<file path="src/rtl/smram_pkg.sv">
package smram_pkg;

  localparam int CFG_W        = 3;
  localparam int CFG_OPEN_BIT  = 0;
  localparam int CFG_CLOSE_BIT = 1;
  localparam int CFG_LOCK_BIT  = 2;

  // Field order matches the register bit positions (lock is the MSB).
  typedef struct packed {
    logic lock;
    logic close;
    logic open;
  } smram_cfg_t;

endpackage

</file>
<file path="src/rtl/smram_win_decode.sv">
module smram_win_decode #(
  parameter int                ADDR_W   = 32,
  parameter logic [ADDR_W-1:0] WIN_BASE = 32'h000A_0000,
  parameter logic [ADDR_W-1:0] WIN_LAST = 32'h000B_FFFF
) (
  input  logic [ADDR_W-1:0] addr,
  output logic              in_win
);

  logic above_base;
  logic below_last;

  always_comb begin
    above_base = (addr >= WIN_BASE);
    below_last = (addr <= WIN_LAST);
    in_win     = above_base && below_last;
  end

endmodule

</file>
<file path="src/rtl/smram_ctl_reg.sv">
module smram_ctl_reg
  import smram_pkg::*;
(
  input  logic       clk,
  input  logic       rst_n,
  input  logic       wr_en,
  input  smram_cfg_t wr_data,
  output smram_cfg_t cfg_q,
  output logic       err_q
);

  smram_cfg_t cfg_d;
  logic       err_d;

  // Next-state: the lock bit is sticky, and lock holds open at zero.
  always_comb begin
    cfg_d.lock  = cfg_q.lock | wr_data.lock;
    cfg_d.close = wr_data.close;
    cfg_d.open  = wr_data.open & ~cfg_d.lock;
    err_d       = err_q | (wr_data.open & wr_data.close);
  end

  always_ff @(posedge clk or negedge rst_n) begin
    if (!rst_n) begin
      cfg_q <= '0;
      err_q <= 1'b0;
    end else if (wr_en) begin
      cfg_q <= cfg_d;
      err_q <= err_d;
    end
  end

endmodule

</file>
<file path="src/rtl/smram_route.sv">
module smram_route
  import smram_pkg::*;
(
  input  logic       clk,
  input  logic       rst_n,
  input  logic       req_valid,
  input  logic       req_write,
  input  logic       req_smm,
  input  logic       in_win,
  input  smram_cfg_t cfg,
  output logic       route_valid,
  output logic       route_hit,
  output logic       route_dram,
  output logic       route_write
);

  logic valid_d;
  logic hit_d;
  logic dram_sel;
  logic dram_d;
  logic write_d;

  always_comb begin
    valid_d  = req_valid;
    hit_d    = req_valid & in_win;
    // Mode-flagged traffic sees SMRAM unless closed; other traffic only when open and unlocked.
    dram_sel = req_smm ? ~cfg.close : (cfg.open & ~cfg.lock);
    dram_d   = hit_d & dram_sel;
    write_d  = req_valid & req_write;
  end

  always_ff @(posedge clk or negedge rst_n) begin
    if (!rst_n) begin
      route_valid <= 1'b0;
      route_hit   <= 1'b0;
      route_dram  <= 1'b0;
      route_write <= 1'b0;
    end else begin
      route_valid <= valid_d;
      route_hit   <= hit_d;
      route_dram  <= dram_d;
      route_write <= write_d;
    end
  end

endmodule

</file>
<file path="src/rtl/smram_window_ctl.sv">
module smram_window_ctl
  import smram_pkg::*;
#(
  parameter int                ADDR_W   = 32,
  parameter logic [ADDR_W-1:0] WIN_BASE = 32'h000A_0000,
  parameter logic [ADDR_W-1:0] WIN_LAST = 32'h000B_FFFF
) (
  input  logic              clk,
  input  logic              rst_n,
  input  logic              req_valid,
  input  logic [ADDR_W-1:0] req_addr,
  input  logic              req_write,
  input  logic              req_smm,
  input  logic              cfg_wr_en,
  input  logic [CFG_W-1:0]  cfg_wr_data,
  output logic              route_valid,
  output logic              route_hit,
  output logic              route_dram,
  output logic              route_write,
  output logic [CFG_W-1:0]  cfg_value,
  output logic              cfg_err
);

  logic       in_win;
  smram_cfg_t cfg_q;

  smram_win_decode #(
    .ADDR_W  (ADDR_W),
    .WIN_BASE(WIN_BASE),
    .WIN_LAST(WIN_LAST)
  ) u_decode (
    .addr  (req_addr),
    .in_win(in_win)
  );

  smram_ctl_reg u_ctl (
    .clk    (clk),
    .rst_n  (rst_n),
    .wr_en  (cfg_wr_en),
    .wr_data(smram_cfg_t'(cfg_wr_data)),
    .cfg_q  (cfg_q),
    .err_q  (cfg_err)
  );

  smram_route u_route (
    .clk        (clk),
    .rst_n      (rst_n),
    .req_valid  (req_valid),
    .req_write  (req_write),
    .req_smm    (req_smm),
    .in_win     (in_win),
    .cfg        (cfg_q),
    .route_valid(route_valid),
    .route_hit  (route_hit),
    .route_dram (route_dram),
    .route_write(route_write)
  );

  assign cfg_value = cfg_q;

endmodule

</file>
<file path="config.mk">
export PLATFORM = sky130hd
export DESIGN_NAME = smram_window_ctl
export DESIGN_NICKNAME = d
export VERILOG_FILES = /design/src/rtl/smram_pkg.sv /design/src/rtl/smram_win_decode.sv /design/src/rtl/smram_ctl_reg.sv /design/src/rtl/smram_route.sv /design/src/rtl/smram_window_ctl.sv
export SDC_FILE = /design/constraint.sdc
export NUM_CORES = 1
export LEC_CHECK = 0
export ABC_CLOCK_PERIOD_IN_PS = 830
export CORE_UTILIZATION = 21
export DETAILED_ROUTE_END_ITERATION = 8
export PLACE_DENSITY_LB_ADDON = 0.08
export SETUP_SLACK_MARGIN = 0.15
export SKIP_LAST_GASP = 1
export SYNTH_ARGS = -nofsm -noshare
export SYNTH_HDL_FRONTEND = slang
export SYNTH_SLANG_ARGS = --single-unit
</file>
<file path="constraint.sdc">
create_clock -name clk -period 0.83 [get_ports clk]
set_input_delay 0.166 -clock clk [delete_from_list [all_inputs] [get_ports clk]]
set_output_delay 0.166 -clock clk [all_outputs]
set_load 0.01 [all_outputs]
</file>
* Word-level counts from Yosys, hierarchy flattened *
Index checks and enable logic that the tools add are counted.

storage, ports and cells
  bits of input ports = 41
  logic and storage cells = 23
  flip-flop bits (word level) = 8
  output and inout port bits = 8

operators by class
  bitwise operators = 11
  muxes and demuxes = 1
  reductions and logical operators = 1
  $lt $le $gt $ge = 2

operators by type and width
  cell                                                    number
  >= comparator 32 x 20 -> 1 bit (second input constant)  1
  <= comparator 32 x 20 -> 1 bit (second input constant)  1
  bitwise AND 1 bit                                       6
  NOT 1 bit                                               3
  bitwise OR 1 bit                                        2
  logical AND 1 bit                                       1
  2-to-1 mux 1 bit                                        1

* Logic depth before layout (Yosys ltp) *
  word-level depth = 4
  gate-level depth with buffers = 3
  mapped depth without buffers = 3

* Hierarchy *
From an unflattened synthesis, not the netlist that was laid out.

second synthesis, totals
  cell total of the unflattened synthesis = 24
  area total of the unflattened synthesis = 342.8 sq um

by module, submodules not included
  module            area an instance (sq um)  cells an instance  seq. area each (sq um)  times used
  smram_ctl_reg     152.6                     10                 100.1                   1
  smram_route       146.4                     9                  100.1                   1
  smram_win_decode  43.8                      5                  0.0                     1

* Least setup slack after synthesis *
OpenSTA, ideal clock, no wires.

  path kind = reg-to-reg
  start point = reg u_ctl.cfg_q[0] (netlist name)
  end point = reg u_route.route_dram
  buffers on the path = 0
  setup time = 120 ps
  data arrival time = 725 ps
  clock period less this slack = 845 ps
  path slack = -15 ps
  stages on the path, launching flop included = 4
  data required time = 710 ps
  cell sequence = dfrtp_1 nor3b_1 a21oi_1 nor2b_2

on the way
  cells in the longest elaborated chain, start to end = 3

RTL lines
  element                   line               text
  bitwise AND 1 bit         smram_route.sv:27  dram_sel = req_smm ? ~cfg.close : (cfg.open & ~cfg.lock);
  2-to-1 mux 1 bit          smram_route.sv:27
  bitwise AND 1 bit         smram_route.sv:28  dram_d = hit_d & dram_sel;
  named net u_route.dram_d  smram_route.sv:20  logic dram_d;
  end signal, assigned      smram_route.sv:41  route_dram <= dram_d;
  end, declared             smram_route.sv:13  output logic route_dram,

The timed path passes the listed nets, and every way through them passes these cells.
A chain may end at the register's enable or synchronous reset.

* Worst setup path in the final report *
  start point = reg u_ctl.cfg_q[0] (netlist name)
  end point = reg u_route.route_dram

on the way
  cells in the longest elaborated chain, start to end = 3

RTL lines
  element                   line
  bitwise AND 1 bit         smram_route.sv:27
  2-to-1 mux 1 bit          smram_route.sv:27
  bitwise AND 1 bit         smram_route.sv:28
  named net u_route.dram_d  smram_route.sv:20

The timed path passes the listed nets, and every way through them passes these cells.

==> impl_metrics.csv <==
group,metric,value,unit
worst_setup_path,crit_fanout,2,
clock_network,cts.path.max_buffers,2,
clock_network,clockRootBuffer,"clkbuf_4",
timing,drv_slew,0,
outcome,violations,"negative setup slack",
finish,layout_common_cells,"buf_6 (8), dfrtp_1 (8), clkdlybuf4s15_1 (7)",
worst_setup_path,rr_endpoint,"u_route.route_dram",
outcome,run_status,"complete, but fails checks",
routing,routed_wl,1110,µm
timing,skew,0.00369,ns
synth,syn_area,319,µm²
clock_network,cts_max_level,1,
routing,drtIter0Drc,1,
floorplanning,core.rowCount,13,
worst_setup_path,rr_worst_depth,4,
worst_setup_path,worstPathRequired,0.96,ns
finish,num_antenna_cells,0,
worst_setup_path,critPathLaunchType,"flop",
floorplanning,die_h,41.0,µm
clock_network,path_clk_slew,0.05,ns
floorplanning,die_w,41.0,µm
timing,worst_slew_pin_slew,0.358,ns
timing,hold_viol_final,0,
grt,grt_max_degree,9,
clock_network,numClockSinks,8,
synth,syn_inst,25,
finish,final_layout_size_suffix_gt1_share,53.0,%
synth,synth_fp_nets,66,
routing,wire_per_inst,13.6,µm
clock_network,clkLatencyLatePin,0.25,ns
routing,firstDrtPassIters,4,
grt,first_global_vias,350,
worst_setup_path,setup.worst_path.class,"flop to flop",
run,cap_violations,0,
pwr,ir_drop,0.481,mV
worst_setup_path,cp_slowest_stage_delay,0.40,ns
grt,antenna_found_initial,0,
placed_design,gp_congestion,0.651,
timing,fin_crit,0.990,ns
timing,slew_headroom,76.0,%
finish,multi_input_area,161,µm²
synth,synth-seq-area-share,62.7,%
timing,whs,0.195,ns
worst_setup_path,r2r_start,"u_ctl.cfg_q[0]",
floorplanning,dieArea,1680,µm²
worst_setup_path,crit_chain,"buf_6 -> nor3b_4 -> a21oi_2 -> nor2b_4",
finish,finalInstanceArea,744,µm²
timing,grt_setup_unrepaired,"yes",
grt,grt_pass1_wl,1480,µm
grt,grt_use_total,14.7,%
finish,finalNetCount,109,
placed_design,place_hpwl,840,µm
timing,postLayoutSetupSlackWorst,-0.160,ns
placed_design,port_buffers,31,
grt,grt-ovfl-total,0,
synth,synth_cell_types,15,
floorplanning,core_area,1350,µm²
clock_network,cts_buffers,3,
clock_network,cts_tree,"built",
timing,timing.fmax,1.01,GHz
routing,postRouteAntennaNets,0,
routing,vias_per_cell,4.70,
worst_setup_path,endpoint_kind,"flop",
worst_setup_path,critPathArrivalTime,1.12,ns
synth,ys_seq_elements,8,
routing,drc,0,
placed_design,placed_cell_area,678,µm²
synth,postSynthAreaPerCell,12.8,µm²
min_path,hold_path.class,"input pin to async pin",
finish,syn_to_final_growth,133,%
floorplanning,start_util,23.6,%
pwr,p_leak,0.340,nW
timing,fin_crit_sh,119,%
finish,n_fill_cell,119,
routing,vias,381,
worst_setup_path,rrSetupSlack,-0.16,ns
finish,seq_area,200,µm²
floorplanning,io_pins,49,
pwr,p_per_area,1160,nW/µm²
finish,finalCoreUtilization,55.1,%
timing,timing.final.setup_violations,10,
worst_setup_path,crit_slowest_cell,"dfrtp_1",
synth,yosysWarnings,0,
## cells in the mapped netlist
library cell	number	share of area (%)
o32ai_1	1	2.7
nor4_1	2	3.9
a31o_2	1	2.7
a21o_1	1	2.4
inv_1	2	2.4
o21ai_0	1	1.6
dfrtp_1	8	63
nor2b_2	1	2.7
nor4bb_1	1	3.1
nor4b_2	1	4.7
a21oi_1	1	1.6
and2_1	1	2.0
nor3b_1	1	2.4
and4_1	1	2.7
nand2_1	2	2.4
## per-layer routing
layer / up-vias / routed length, µm / GRT usage, %
li1: 175 / - / -
met1: 175 / 352 / 13.6
met2: 29 / 631 / 27.7
met3: 2 / 108 / 3.26
met4: 0 / 12 / 10.0
met5: - / 0 / 0
## metrics by stage
step | std cells | setup WS (ns) | setup TNS, ns | total power [mW]
after global placement | 75 | -0.446 | -3.19 | 0.582
final | 81 | -0.160 | -1.01 | 0.863
after detailed placement | 75 | -0.467 | -3.23 | 0.585
after global routing | 81 | -0.205 | -1.32 | 0.915
after CTS | 81 | -0.151 | -1.07 | 0.865
after floorplan | 25 | -0.0147 | -0.0147 | 0.431
## logic make-up (layout without fill, tap and decap cells)
group                  after synthesis  count (layout)  synth area share [%]
buffers and inverters                2              43                  2.35
DFF                                  8               8                  62.7
and+or+nand+nor                     10              10                  23.9
AOI/OAI and AO/OA                    5               5                  11.0
## critical path, delay by kind of cell, from the launching register on
family	cells	cell delay, ns
AO/OA/AOI/OAI	1	0.16
buffers and inverters	1	0.13
flip-flops	1	0.40
AND/OR/NAND/NOR	2	0.19
## layout make-up
cell class | instances | share of cell area, %
timing repair buffer | 38 | 44.5
sequential | 8 | 26.9
multi-input combinational | 15 | 21.7
tap | 15 | 2.52
inverter | 2 | 1.34
clock buffer | 3 | 3.03
## what timing repair did
action,4_1_cts,5_1_grt
resized for setup,69,18
buffers inserted,3,0
pin swaps,7,4
endpoints found under the setup margin,15,14
hold buffers,0,0
## flip-flops by register name, summed over array words and instances (netlist names)
signal / count
u_route.route_dram: 1
u_route.route_hit: 1
u_route.route_valid: 1
u_ctl.err_q: 1
u_route.route_write: 1
u_ctl.cfg_q: 3
## worst max path at each step
stage	start	end	slack (ns)
detailed placement	req_addr[30]	u_route.route_dram	-0.47
finish	u_ctl.cfg_q[0]	u_route.route_dram	-0.16
CTS	u_ctl.cfg_q[0]	u_route.route_dram	-0.15
global placement	req_addr[19]	u_route.route_dram	-0.45
global route	u_ctl.cfg_q[0]	u_route.route_dram	-0.20
floorplan	u_ctl.cfg_q[0]	u_route.route_dram	-0.01
## report_power, final
part | total, mW | internal (mW) | switching (mW)
Clock | 0.286 | 0.165 | 0.122
Combinational | 0.171 | 0.108 | 0.0637
Sequential | 0.405 | 0.400 | 0.00484
Power figures use the tool's default switching activity.
